**src/rtl/scan_map_pkg.sv**
```systemverilog
package scan_map_pkg;
  localparam int LINE_W = 8;

  typedef struct packed {
    logic [LINE_W-1:0] start_line;
    logic              col_mirror;
    logic              com_mirror;
    logic              split;
  } scan_cfg_t;
endpackage

```
**src/rtl/scan_row_map.sv**
```systemverilog
module scan_row_map #(
  parameter int NUM_ROWS = 132,
  parameter int ROW_W    = 8,
  parameter int LINE_W   = 8
) (
  input  logic [ROW_W-1:0]  disp_row,
  input  logic [LINE_W-1:0] start_line,
  input  logic              split_en,
  input  logic              mirror_en,
  output logic [ROW_W-1:0]  ram_row
);
  localparam int SUM_W = ((ROW_W > LINE_W) ? ROW_W : LINE_W) + 1;
  localparam logic [ROW_W-1:0] HALF   = ROW_W'(NUM_ROWS / 2);
  localparam logic [ROW_W-1:0] LAST   = ROW_W'(NUM_ROWS - 1);
  localparam logic [SUM_W-1:0] ROWS_S = SUM_W'(NUM_ROWS);

  logic [ROW_W-1:0] upper;
  logic [ROW_W-1:0] lin;
  logic [ROW_W-1:0] com;
  logic [SUM_W-1:0] start_s;
  logic [SUM_W-1:0] start_m;
  logic [SUM_W-1:0] sum;
  logic [SUM_W-1:0] wrapped;

  always_comb begin
    // interleave: first half onto even lines, second half onto odd lines
    upper = disp_row - HALF;
    if (!split_en)
      lin = disp_row;
    else if (disp_row < HALF)
      lin = ROW_W'({disp_row, 1'b0});
    else
      lin = ROW_W'({upper, 1'b1});
    // mirror after the interleave
    com = mirror_en ? (LAST - lin) : lin;
    // modulo by conditional subtraction, no divider
    start_s = SUM_W'(start_line);
    start_m = (start_s >= ROWS_S) ? (start_s - ROWS_S) : start_s;
    sum     = SUM_W'(com) + start_m;
    wrapped = (sum >= ROWS_S) ? (sum - ROWS_S) : sum;
    ram_row = ROW_W'(wrapped);
  end
endmodule

```
**src/rtl/scan_col_map.sv**
```systemverilog
module scan_col_map #(
  parameter int NUM_COLS = 160,
  parameter int COL_W    = 8
) (
  input  logic [COL_W-1:0] disp_col,
  input  logic             mirror_en,
  output logic [COL_W-1:0] ram_col
);
  localparam logic [COL_W-1:0] LAST = COL_W'(NUM_COLS - 1);

  always_comb begin
    ram_col = mirror_en ? (LAST - disp_col) : disp_col;
  end
endmodule

```
**src/rtl/subpixel_split.sv**
```systemverilog
module subpixel_split #(
  parameter int NUM_SUB = 3,
  parameter int SUB_W   = 6
) (
  input  logic                     clk,
  input  logic                     rst,
  input  logic                     in_valid,
  input  logic                     in_line,
  input  logic                     in_frame,
  input  logic [NUM_SUB*SUB_W-1:0] in_word,
  output logic                     out_valid,
  output logic                     out_line,
  output logic                     out_frame,
  output logic [SUB_W-1:0]         out_sub [NUM_SUB]
);
  always_ff @(posedge clk) begin
    if (rst) begin
      out_valid <= 1'b0;
      out_line  <= 1'b0;
      out_frame <= 1'b0;
    end else begin
      out_valid <= in_valid;
      out_line  <= in_valid & in_line;
      out_frame <= in_valid & in_frame;
    end
  end

  // sub-pixel 0 takes the most significant field
  for (genvar g = 0; g < NUM_SUB; g++) begin : g_sub
    always_ff @(posedge clk) begin
      if (rst)
        out_sub[g] <= '0;
      else if (in_valid)
        out_sub[g] <= in_word[(NUM_SUB-1-g)*SUB_W +: SUB_W];
    end
  end


  frm_implies_row_chk: assert property (@(posedge clk) disable iff (rst)
    out_frame |-> (out_line && out_valid));
endmodule

```
**src/rtl/scan_addr_mapper.sv**
```systemverilog
module scan_addr_mapper
  import scan_map_pkg::*;
#(
  parameter int NUM_ROWS = 132,
  parameter int NUM_COLS = 160,
  parameter int SUB_W    = 6,
  parameter int NUM_SUB  = 3,
  parameter int ROW_W    = $clog2(NUM_ROWS),
  parameter int COL_W    = $clog2(NUM_COLS),
  parameter int ADDR_W   = $clog2(NUM_ROWS * NUM_COLS),
  parameter int PIX_W    = NUM_SUB * SUB_W
) (
  input  logic              clk,
  input  logic              rst,
  input  logic              scan_valid,
  input  logic [ROW_W-1:0]  scan_row,
  input  logic [COL_W-1:0]  scan_col,
  input  logic [LINE_W-1:0] cfg_start_line,
  input  logic              cfg_col_mirror,
  input  logic              cfg_com_mirror,
  input  logic              cfg_split,
  output logic              rd_en,
  output logic [ADDR_W-1:0] rd_addr,
  input  logic [PIX_W-1:0]  rd_data,
  output logic              pix_valid,
  output logic [SUB_W-1:0]  pix_a,
  output logic [SUB_W-1:0]  pix_b,
  output logic [SUB_W-1:0]  pix_c,
  output logic              row_start,
  output logic              frame_sync
);
  localparam logic [ADDR_W-1:0] COLS_A  = ADDR_W'(NUM_COLS);
  localparam logic [ADDR_W-1:0] TOTAL_A = ADDR_W'(NUM_ROWS * NUM_COLS);
  localparam logic [ROW_W-1:0]  ROWS_R  = ROW_W'(NUM_ROWS);
  localparam logic [COL_W-1:0]  COLS_C  = COL_W'(NUM_COLS);

  scan_cfg_t       cfg_in;
  scan_cfg_t       cfg_q;
  scan_cfg_t       cfg_eff;
  logic            frame_begin;
  logic [ROW_W-1:0] ram_row;
  logic [COL_W-1:0] ram_col;

  logic            line1_q, frame1_q;
  logic            valid2_q, line2_q, frame2_q;
  logic [SUB_W-1:0] sub [NUM_SUB];

  // configuration commits on the first pixel of a frame, which already uses it
  always_comb begin
    cfg_in.start_line = cfg_start_line;
    cfg_in.col_mirror = cfg_col_mirror;
    cfg_in.com_mirror = cfg_com_mirror;
    cfg_in.split      = cfg_split;
    frame_begin = scan_valid && (scan_row == '0) && (scan_col == '0);
    cfg_eff     = frame_begin ? cfg_in : cfg_q;
  end

  always_ff @(posedge clk) begin
    if (rst)
      cfg_q <= '0;
    else if (frame_begin)
      cfg_q <= cfg_in;
  end

  scan_row_map #(
    .NUM_ROWS (NUM_ROWS),
    .ROW_W    (ROW_W),
    .LINE_W   (LINE_W)
  ) i_row_map (
    .disp_row   (scan_row),
    .start_line (cfg_eff.start_line),
    .split_en   (cfg_eff.split),
    .mirror_en  (cfg_eff.com_mirror),
    .ram_row    (ram_row)
  );

  scan_col_map #(
    .NUM_COLS (NUM_COLS),
    .COL_W    (COL_W)
  ) i_col_map (
    .disp_col  (scan_col),
    .mirror_en (cfg_eff.col_mirror),
    .ram_col   (ram_col)
  );

  // stage 1: registered read request
  always_ff @(posedge clk) begin
    if (rst) begin
      rd_en    <= 1'b0;
      rd_addr  <= '0;
      line1_q  <= 1'b0;
      frame1_q <= 1'b0;
    end else begin
      rd_en    <= scan_valid;
      line1_q  <= scan_valid && (scan_col == '0);
      frame1_q <= frame_begin;
      if (scan_valid)
        rd_addr <= ADDR_W'(ram_row) * COLS_A + ADDR_W'(ram_col);
    end
  end

  // stage 2: tags aligned with the returning buffer word
  always_ff @(posedge clk) begin
    if (rst) begin
      valid2_q <= 1'b0;
      line2_q  <= 1'b0;
      frame2_q <= 1'b0;
    end else begin
      valid2_q <= rd_en;
      line2_q  <= line1_q;
      frame2_q <= frame1_q;
    end
  end

  subpixel_split #(
    .NUM_SUB (NUM_SUB),
    .SUB_W   (SUB_W)
  ) i_split (
    .clk       (clk),
    .rst       (rst),
    .in_valid  (valid2_q),
    .in_line   (line2_q),
    .in_frame  (frame2_q),
    .in_word   (rd_data),
    .out_valid (pix_valid),
    .out_line  (row_start),
    .out_frame (frame_sync),
    .out_sub   (sub)
  );

  assign pix_a = sub[0];
  assign pix_b = sub[1];
  assign pix_c = sub[2];


  scan_in_range_chk: assert property (@(posedge clk) disable iff (rst)
    scan_valid |-> ((scan_row < ROWS_R) && (scan_col < COLS_C)));


  addr_range_chk: assert property (@(posedge clk) disable iff (rst)
    rd_en |-> (rd_addr < TOTAL_A));


  cfg_hold_chk: assert property (@(posedge clk) disable iff (rst)
    !frame_begin |=> $stable(cfg_q));


  pix_after_read_chk: assert property (@(posedge clk) disable iff (rst)
    pix_valid |-> $past(rd_en, 2));
endmodule

```
**config.mk**
```make
export PLATFORM = sky130hd
export DESIGN_NAME = scan_addr_mapper
export DESIGN_NICKNAME = d
export VERILOG_FILES = /design/src/rtl/scan_map_pkg.sv /design/src/rtl/scan_row_map.sv /design/src/rtl/scan_col_map.sv /design/src/rtl/subpixel_split.sv /design/src/rtl/scan_addr_mapper.sv
export SDC_FILE = /design/constraint.sdc
export NUM_CORES = 1
export LEC_CHECK = 0
export BUFFER_PORTS_ARGS = -buffer_cell sky130_fd_sc_hd__buf_2
export CORE_ASPECT_RATIO = 0.6
export CORE_MARGIN = 3
export CORE_UTILIZATION = 34
export DETAILED_ROUTE_END_ITERATION = 10
export PLACE_DENSITY_LB_ADDON = 0.05
export SETUP_SLACK_MARGIN = 0.05
export SYNTH_ARGS = -nofsm -noshare
export SYNTH_HDL_FRONTEND = slang
export SYNTH_SLANG_ARGS = --single-unit
```
**constraint.sdc**
```tcl
create_clock -name clk -period 7.4 [get_ports clk]
set_clock_uncertainty 0.05 [all_clocks]
set_input_delay 1.11 -clock clk [delete_from_list [all_inputs] [get_ports clk]]
set_output_delay 1.11 -clock clk [all_outputs]
set_load 0.02 [all_outputs]
```
==> results of run 1 <==
==> how the worst min path moves through the flow <==
| stage | end | slack, ns | from |
|---|---|---|---|
| after floorplan | i_split.out_frame$_SDFF_PP0_ | 0.36 | frame2_q$_SDFF_PP0_ |
| after global placement | i_split.out_line$_SDFF_PP0_ | 0.36 | line2_q$_SDFF_PP0_ |
| after detailed placement | i_split.out_line$_SDFF_PP0_ | 0.36 | line2_q$_SDFF_PP0_ |
| after CTS | i_split.out_line$_SDFF_PP0_ | 0.38 | line2_q$_SDFF_PP0_ |
| after global routing | i_split.out_line$_SDFF_PP0_ | 0.40 | line2_q$_SDFF_PP0_ |
| final | i_split.out_line$_SDFF_PP0_ | 0.38 | line2_q$_SDFF_PP0_ |
==> power groups by stage <==
stage                     clock network, W  registers (W)  logic [W]
after global routing              0.000261       0.000308   0.000282
after CTS                         0.000246       0.000306   0.000238
after floorplan                          0       0.000327   0.000118
final                             0.000238       0.000306   0.000257
after global placement                   0       0.000313   0.000232
after detailed placement                 0       0.000313   0.000232
==> synth_stat cells (3+ instances only) <==
cell                       instances  area (sq um)
sky130_fd_sc_hd__nor3_1            6          30.0
sky130_fd_sc_hd__nor2_1           62           233
sky130_fd_sc_hd__inv_1            18          67.6
sky130_fd_sc_hd__xnor2_1          24           210
sky130_fd_sc_hd__fa_1              3          60.1
sky130_fd_sc_hd__nand2b_1          4          25.0
sky130_fd_sc_hd__or4_1             3          22.5
sky130_fd_sc_hd__clkbuf_1          6          22.5
sky130_fd_sc_hd__nand3_1           5          25.0
sky130_fd_sc_hd__nand2_1          17          63.8
sky130_fd_sc_hd__dfxtp_1          53          1060
sky130_fd_sc_hd__and3_1            3          18.8
sky130_fd_sc_hd__nor2b_1           8          50.1
sky130_fd_sc_hd__or3_1             6          37.5
sky130_fd_sc_hd__xor2_1           16           140
sky130_fd_sc_hd__o21ai_0           9          45.0
sky130_fd_sc_hd__a21o_1            6          45.0
sky130_fd_sc_hd__ha_1             26           325
sky130_fd_sc_hd__mux2i_1          40           400
sky130_fd_sc_hd__a21oi_1          18          90.1
sky130_fd_sc_hd__and2_1            3          18.8
sky130_fd_sc_hd__a211oi_1          7          52.6
sky130_fd_sc_hd__buf_1             5          18.8
==> registers in the layout (all words and copies together), names as in the netlist <==
name / count
i_split.out_sub: 18
rd_addr: 15
cfg_q: 11
frame1_q: 1
frame2_q: 1
i_split.out_frame: 1
i_split.out_line: 1
i_split.out_valid: 1
line1_q: 1
line2_q: 1
rd_en: 1
valid2_q: 1
==> kinds of logic (layout without fill, tap and decap cells) <==
group,Yosys count,after routing,share of synthesized area (%)
simple gates,130,130,18.3
compound gates,56,56,10.9
flops,53,53,31.3
mux,44,44,13.6
xor+xnor,41,41,10.8
buf+inv,31,193,3.77
fa+ha+maj,29,29,11.4
==> worst reg2reg max path, delay by kind of cell, from the launching register on <==
kind	cells	cell delay, ns
buf+inv	5	0.63
fa+ha+maj	3	0.97
compound gates	8	1.46
mux	1	0.13
xor+xnor	3	0.55
simple gates	9	1.59
flops	1	0.32
==> metrics by stage <==
step	cells	setup slack (ns)	area [sq um]
floorplan	384	0.0542	3390
global placement	658	-0.352	4460
detailed placement	658	-0.452	4460
CTS	666	0.0641	4660
global route	676	0.0117	4940
finish	676	0.309	4940
==> timing repair <==
item	4_1_cts	5_1_grt
setup endpoints to repair	2	4
cloned	0	1
setup buffers	0	9
pin swaps	2	26
gates resized for setup	12	44
==> cell type report <==
type	count	area (sq um)	area share [%]
multi-input combinational	300	2430	49.3
sequential	53	1060	21.5
timing repair buffer	167	1060	21.5
tap	130	163	3.30
clock buffer	5	125	2.53
inverter	18	67.6	1.37
clock inverter	3	26.3	0.532
==> metal layers <==
metal	up-vias	share of wire, %
met4	0	0.65
met3	5	4.3
li1	1649	-
met1	1397	51
met5	-	0
met2	62	44
==> implementation parameters, run 1 <==
Parameter                              Value

Status
  Result of the run ... completed

Setup path
  R2R Path Start ... cfg_q[6]$_SDFF_PP0_
  Timing endpoint of the critical path ... rd_addr[14]$_SDFFE_PP0P_
  Peak fanout along the critical path ... 5
  Category of the worst setup path capture point ... register
  Cell mode on critical path ... sky130_fd_sc_hd__buf_4
  Worst path depth ... 32
  Kind of cell adding the most delay to the critical path ... simple AND/OR/NAND/NOR gates
  Startpoint type of the worst setup path ... input pin
  Length in cells of the worst reg-to-reg path ... 29
  Worst setup path startpoint ... scan_col[4]
  CP peak stage delay ... approximately 0.56 ns
  Endpoint arrival time on the critical path ... around 7.3 ns
  Worst EP required ... 7.59 ns
  Crit Path Class ... in2reg
  Buffering stage count on the worst path with inverters included ... 5
  Worst R2R Setup Slack ... around 1.7 ns
  Standard cell with the maximum stage delay on the critical path ... sky130_fd_sc_hd__or4_4
  Reg2Reg Capture Point ... rd_addr[14]$_SDFFE_PP0P_

Pwr
  Logic pwr share ... 32.1%
  Final total power ... around 0.0008 W
  Clock share of power ... 29.7%
  Share of total power consumed by net switching ... between 30% and 40%
  Share of power burned in registers ... 38.2%
  Cell area power density ... ~160 mW/mm^2
  Max rail drop VDD ... 0.000111 V
  Static leakage ... about 2.4 nW
  Internal power contribution ... 0.000556 W
  Power spent charging and discharging nets ... 0.000245 W

Routing
  DRC marker count from the first detailed-route iteration ... 128
  Overall routed net length ... 9.20 mm
  DR vias/cell ... 4.61
  Routed len/inst ... 13.6 microns
  First-pass detailed-route iteration total ... 4
  Post-detailed-route DRC marker count ... 0
  Number of antenna-violating nets in the routed design ... 0
  Vias after detailed routing ... between 3,000 and 4,000

GRT
  Met1 Use GR ... 23.0%
  Initial antenna violation count ... 0
  Met3 Use GR ... around 3.8%
  First-pass GRT wire length ... 14.2 mm
  Pin count of the biggest net entering global routing ... 50
  Via count of the first global-routing pass ... 2,942
  Met2 Use GR ... 22.5%
  Total congestion overflow ... 0
  Routing layer with the top usage in global route ... met1
  GRT Resource Usage Total ... about 15%

Clock tree
  Maximum clock path buffer count ... 2
  Number of clock sinks seen by CTS ... 53
  TritonCTS clock tree ... done
  Clock transition at path regs ... 0.07 ns
  Root buffer selected by CTS ... sky130_fd_sc_hd__clkbuf_16
  Hold Buf Count CTS ... 0
  CTS Buf Count ... 5
  Clock latency on the worst-skew pair ... 0.29 ns
  H-Tree Depth ... 2

Synth
  Syn avg cell area ... 8.82 sq um
  Count of warnings emitted by yosys ... 0
  Proportion of synthesized chip area in sequential cells ... 31.3%
  Cells after synthesis ... between 300 and 400
  Most instantiated flip-flop cell in the synthesis netlist ... sky130_fd_sc_hd__dfxtp_1
  Count of different cell masters after synthesis ... 51
  Count of flip-flops with a built-in enable after synthesis ... 0
  Post-Syn Area ... roughly 0.0034 sq mm
  Number of register bits inferred by synthesis ... 53
  Share of synthesized flip-flops with an asynchronous set or reset ... 0%
  Post-synthesis net count ... 461

Floorplanning
  Top-level I/O count ... between 80 and 90
  Die height ... 83.3 microns
  Core area ... 0.00943 sq mm
  Num rows ... 27
  Initial cell density of the core ... 35.9%
  Overall die area ... between 0.01 and 0.015 sq mm
  Width of the die ... 135 microns

Placed design
  Count of buffers from port buffering ... 84
  Weighted congestion at the end of routability-driven global placement ... 0.871
  Post-detailed-placement half-perimeter wirelength ... 6.97 mm

Finish
  Filler Cells Inserted ... approximately 910
  Leading cell type in the layout, fill and taps excluded ... sky130_fd_sc_hd__buf_2
  Layout overhead on the synthesized area ... 45.7%
  Count of nets after finishing ... 622
  Final core area utilization ... 52.4%
  Most frequent cells in the layout ... sky130_fd_sc_hd__buf_2, sky130_fd_sc_hd__buf_4, sky130_fd_sc_hd__nor2_1, sky130_fd_sc_hd__dfxtp_1, sky130_fd_sc_hd__mux2i_1
  Layout cells sized above 1 ... between 40% and 50%
  Count of antenna diodes in the layout ... 0

STA
  Final Max Tran Viols ... 0
  Setup tns final ... 0 ns
  Slew Limit Headroom ... a little over a quarter
  Fmax achieved ... 0.141 GHz
  Worst Tran Pin Value ... between 1 and 1.5 ns
  Setup repair after global routing missed its margin ... no
  Post-route fraction of the period consumed by the critical path ... 95.8%
  Number of hold violations in the final report ... 0
  Hold WS ... approximately 0.38 ns
  Setup violators final ... 0
  Shortest clock period the worst path allows after layout ... approximately 7 ns

Min path
  Count of cells along the worst hold path ... 1
  Worst hold path class ... reg2reg

Job
  Number of maximum-capacitance constraint violations ... 0
Power figures use the tool's default switching activity.
==> run 2, diff against run 1 <==
Settings changed: SYNTH_HIERARCHICAL from default to 1.
==> run 2 against run 1 <==
Against the previous run: first-iteration DRC count down 42%; die area increased by 10%; utilization decreased by 7.2 points; critical path depth decreased by 2; global-route usage decreased by 0.59 points; synthesized cell count increased by 8.1%; cell area shrank 2.4%.
==> implementation parameters, run 2 <==
Parameter                              Value

STA
  Post-route fraction of the period consumed by the critical path ... 95.3%
  Slew Limit Headroom ... 26.5%
  Final Max Tran Viols ... 0
  Setup repair after global routing missed its margin ... no
  Number of hold violations in the final report ... 0
  Fmax achieved ... roughly 0.14 GHz
  Fin worst setup slack ... 0.351 ns
  Worst Tran Pin Value ... between 1 and 1.5 ns
  Shortest clock period the worst path allows after layout ... approximately 7.0 ns
  Setup violators final ... 0

Finish
  Layout overhead on the synthesized area ... 28.1%
  Leading cell type in the layout, fill and taps excluded ... sky130_fd_sc_hd__buf_2
  Count of antenna diodes in the layout ... 0
  Max reg flops ... 18
  Largest registers ... i_split/out_sub: 18 flops, rd_addr: 15 flops, cfg_q: 11 flops
  Non-filler instance count after layout ... 675
  Register bank with the most flops ... i_split/out_sub
  Most frequent cells in the layout ... sky130_fd_sc_hd__buf_2, sky130_fd_sc_hd__dfxtp_1, sky130_fd_sc_hd__nor2_1, sky130_fd_sc_hd__buf_4
  Final core area utilization ... 45.2%
  Filler Cells Inserted ... 1,095
  Layout cells sized above 1 ... around a third
  Count of nets after finishing ... 616

Pwr
  Max rail drop VDD ... 0.000137 V
  Cell area power density ... 160 mW/mm^2
  Static leakage ... roughly 2.2 nW

Clock tree
  Clock latency on the worst-skew pair ... 0.28 ns
  Root buffer selected by CTS ... sky130_fd_sc_hd__clkbuf_16
  H-Tree Depth ... 2
  Maximum clock path buffer count ... 2
  Clock transition at path regs ... 0.07 ns
  Number of clock sinks seen by CTS ... 53
  CTS Buf Count ... 5
  Hold Buf Count CTS ... 0
  TritonCTS clock tree ... done

Routing
  DRC marker count from the first detailed-route iteration ... 74
  Overall routed net length ... 9.40 mm
  Routed len/inst ... 13.9 microns
  Post-detailed-route DRC marker count ... 0
  Vias after detailed routing ... 3,299
  DR vias/cell ... about 5
  Number of antenna-violating nets in the routed design ... 0
  First-pass detailed-route iteration total ... 4

Job
  Number of maximum-capacitance constraint violations ... 0

Min path
  Worst hold path class ... reg2reg
  Count of cells along the worst hold path ... 1

Setup path
  Category of the worst setup path capture point ... register
  Length in cells of the worst reg-to-reg path ... 25
  Peak fanout along the critical path ... 7
  Endpoint arrival time on the critical path ... 7.18 ns
  Cell mode on critical path ... sky130_fd_sc_hd__ha_1
  Kind of cell adding the most delay to the critical path ... compound AO/OA/AOI/OAI gates
  CP peak stage delay ... 0.37 ns
  Worst path depth ... 30
  Startpoint type of the worst setup path ... input pin
  Worst EP required ... 7.54 ns
  Buffering stage count on the worst path with inverters included ... 4
  Crit Path Class ... in2reg
  Standard cell with the maximum stage delay on the critical path ... sky130_fd_sc_hd__fa_2

Placed design
  Post-detailed-placement half-perimeter wirelength ... 7.63 mm
  Weighted congestion at the end of routability-driven global placement ... 0.797
  Count of buffers from port buffering ... 84
  Pre-CTS setup slack ... -0.180 ns
  Count of placed standard cells including taps ... 663

GRT
  First-pass GRT wire length ... 15.0 mm
  Pin count of the biggest net entering global routing ... 52
  Initial antenna violation count ... 0
  Total congestion overflow ... 0
  GRT Resource Usage Total ... 14.7%
  Via count of the first global-routing pass ... between 3,000 and 4,000

Synth
  Most instantiated flip-flop cell in the synthesis netlist ... sky130_fd_sc_hd__dfxtp_1
  Post-Syn Area ... 0.00376 sq mm
  Dominant cell type by area after synthesis ... sky130_fd_sc_hd__dfxtp_1
  Syn avg cell area ... 9.06 sq um
  Proportion of synthesized chip area in sequential cells ... around 28%
  Cells after synthesis ... 415
  Largest cells by area after synthesis ... sky130_fd_sc_hd__dfxtp_1, sky130_fd_sc_hd__ha_1, sky130_fd_sc_hd__mux2i_1
  Count of different cell masters after synthesis ... ~70
  Post-synthesis net count ... 496
  Most frequently used cell type in the post-synthesis netlist ... sky130_fd_sc_hd__dfxtp_1
  Count of flip-flops with a built-in enable after synthesis ... 0
  Count of warnings emitted by yosys ... 6
  Number of register bits inferred by synthesis ... 53
  Share of synthesized flip-flops with an asynchronous set or reset ... 0%
  Top cells by instance count after synthesis ... sky130_fd_sc_hd__dfxtp_1, sky130_fd_sc_hd__nor2_1, sky130_fd_sc_hd__ha_1
  Post-synth top area share ... 28.2%

Floorplanning
  Initial cell density of the core ... 35.2%
  Core area ... between 0.01 and 0.015 sq mm
  Die height ... 87.5 microns
  Overall die area ... 0.0124 sq mm
  Top-level I/O count ... between 80 and 90
  Num rows ... 29
  Width of the die ... 142 microns

Status
  Result of the run ... completed
## run 2: changes by cell type in the layout (fill, tap and decap cells not counted), moves of 7 or more
cell / change
sky130_fd_sc_hd__buf_4: -36
sky130_fd_sc_hd__inv_1: +10
sky130_fd_sc_hd__mux2_2: +8
sky130_fd_sc_hd__mux2i_1: -11
sky130_fd_sc_hd__nor2_1: -8
sky130_fd_sc_hd__nor2b_1: +12
sky130_fd_sc_hd__o211ai_1: +7
sky130_fd_sc_hd__o21ai_0: +9
## run 2: what timing repair did
item	4_1_cts	5_1_grt
gates resized for setup	0	20
setup endpoints to repair	0	4
setup buffers	0	4
## run 2: worst paths after layout
check / startpoint / end / slack (ns)
max: scan_col[3] / rd_addr[14]$_SDFFE_PP0P_ / 0.35
min: frame2_q$_SDFF_PP0_ / i_split/out_frame$_SDFF_PP0_ / 0.37
max reg2reg: cfg_q[6]$_SDFF_PP0_ / rd_addr[14]$_SDFFE_PP0P_ / 1.92
min reg2reg: frame2_q$_SDFF_PP0_ / i_split/out_frame$_SDFF_PP0_ / 0.37
## run 2: routing by layer
| metal | vias to the layer above | GRT usage, % | wire length (microns) |
|---|---|---|---|
| li1 | 1732 | - | - |
| met1 | 1511 | 23.8 | 5270 |
| met2 | 54 | 20.0 | 3680 |
| met3 | 2 | 3.18 | 434 |
| met4 | 0 | 1.57 | 25 |
| met5 | - | 0 | 0 |
## run 2: per-stage QoR
step           power [W]  TNS (ns)  hold WS (ns)  instance area (sq um)
2_1_floorplan   0.000455         0         0.356                   3760
4_1_cts         0.000763         0         0.378                   4680
5_1_grt         0.000818         0         0.402                   4820
3_5_place_dp    0.000533    -0.486         0.362                   4540
3_3_place_gp    0.000533    -0.200         0.364                   4540
6_report        0.000769         0         0.374                   4820
## run 2: kinds of logic (layout without fill, tap and decap cells)
| kind of cell | after synthesis | in the layout | synth area share (%) |
|---|---|---|---|
| buffers and inverters | 42 | 163 | 5.66 |
| adders and majority gates | 33 | 33 | 11.6 |
| DFF | 53 | 53 | 28.2 |
| and+or+nand+nor | 130 | 130 | 19.1 |
| xor gates and xnor gates | 30 | 30 | 7.39 |
| muxes | 39 | 39 | 10.7 |
| AOI/OAI and AO/OA | 88 | 88 | 17.3 |
## run 2: where the power goes
| group | internal (W) | switching, W |
|---|---|---|
| clock network | 0.000126 | 0.0000998 |
| logic | 0.000110 | 0.000127 |
| registers | 0.000298 | 0.00000784 |
## run 2: area by class of cell
cell class	count	area (sq um)	share of cell area, %
multi-input cells	320	2590	53.8
flip-flops and latches	53	1060	22.0
repair buffers	127	743	15.4
well taps	139	174	3.61
clock buffers	6	129	2.68
inverters	28	105	2.18
clock inverters	2	13.8	0.286
## run 2: worst reg2reg max path: stages, from the launching register on
cell                        delay [ns]
sky130_fd_sc_hd__dfxtp_1          0.29
sky130_fd_sc_hd__mux2_2           0.27
sky130_fd_sc_hd__inv_1            0.08
sky130_fd_sc_hd__ha_1             0.14
sky130_fd_sc_hd__nand2b_1         0.06
sky130_fd_sc_hd__o21ai_2          0.17
sky130_fd_sc_hd__o41ai_2          0.09
sky130_fd_sc_hd__nand2b_1         0.18
sky130_fd_sc_hd__or3_1            0.33
sky130_fd_sc_hd__xnor2_1          0.15
sky130_fd_sc_hd__ha_1             0.36
sky130_fd_sc_hd__nor3b_1          0.16
sky130_fd_sc_hd__a221oi_1         0.26
sky130_fd_sc_hd__o311a_1          0.25
sky130_fd_sc_hd__o211ai_1         0.14
sky130_fd_sc_hd__a211oi_2         0.27
sky130_fd_sc_hd__o22ai_2          0.12
sky130_fd_sc_hd__ha_1             0.30
sky130_fd_sc_hd__ha_2             0.21
sky130_fd_sc_hd__fa_2             0.37
sky130_fd_sc_hd__a211oi_2         0.23
sky130_fd_sc_hd__buf_4            0.16
sky130_fd_sc_hd__o21ai_0          0.11
sky130_fd_sc_hd__o21a_1           0.16
sky130_fd_sc_hd__and3_1           0.18
sky130_fd_sc_hd__a2111oi_2        0.28
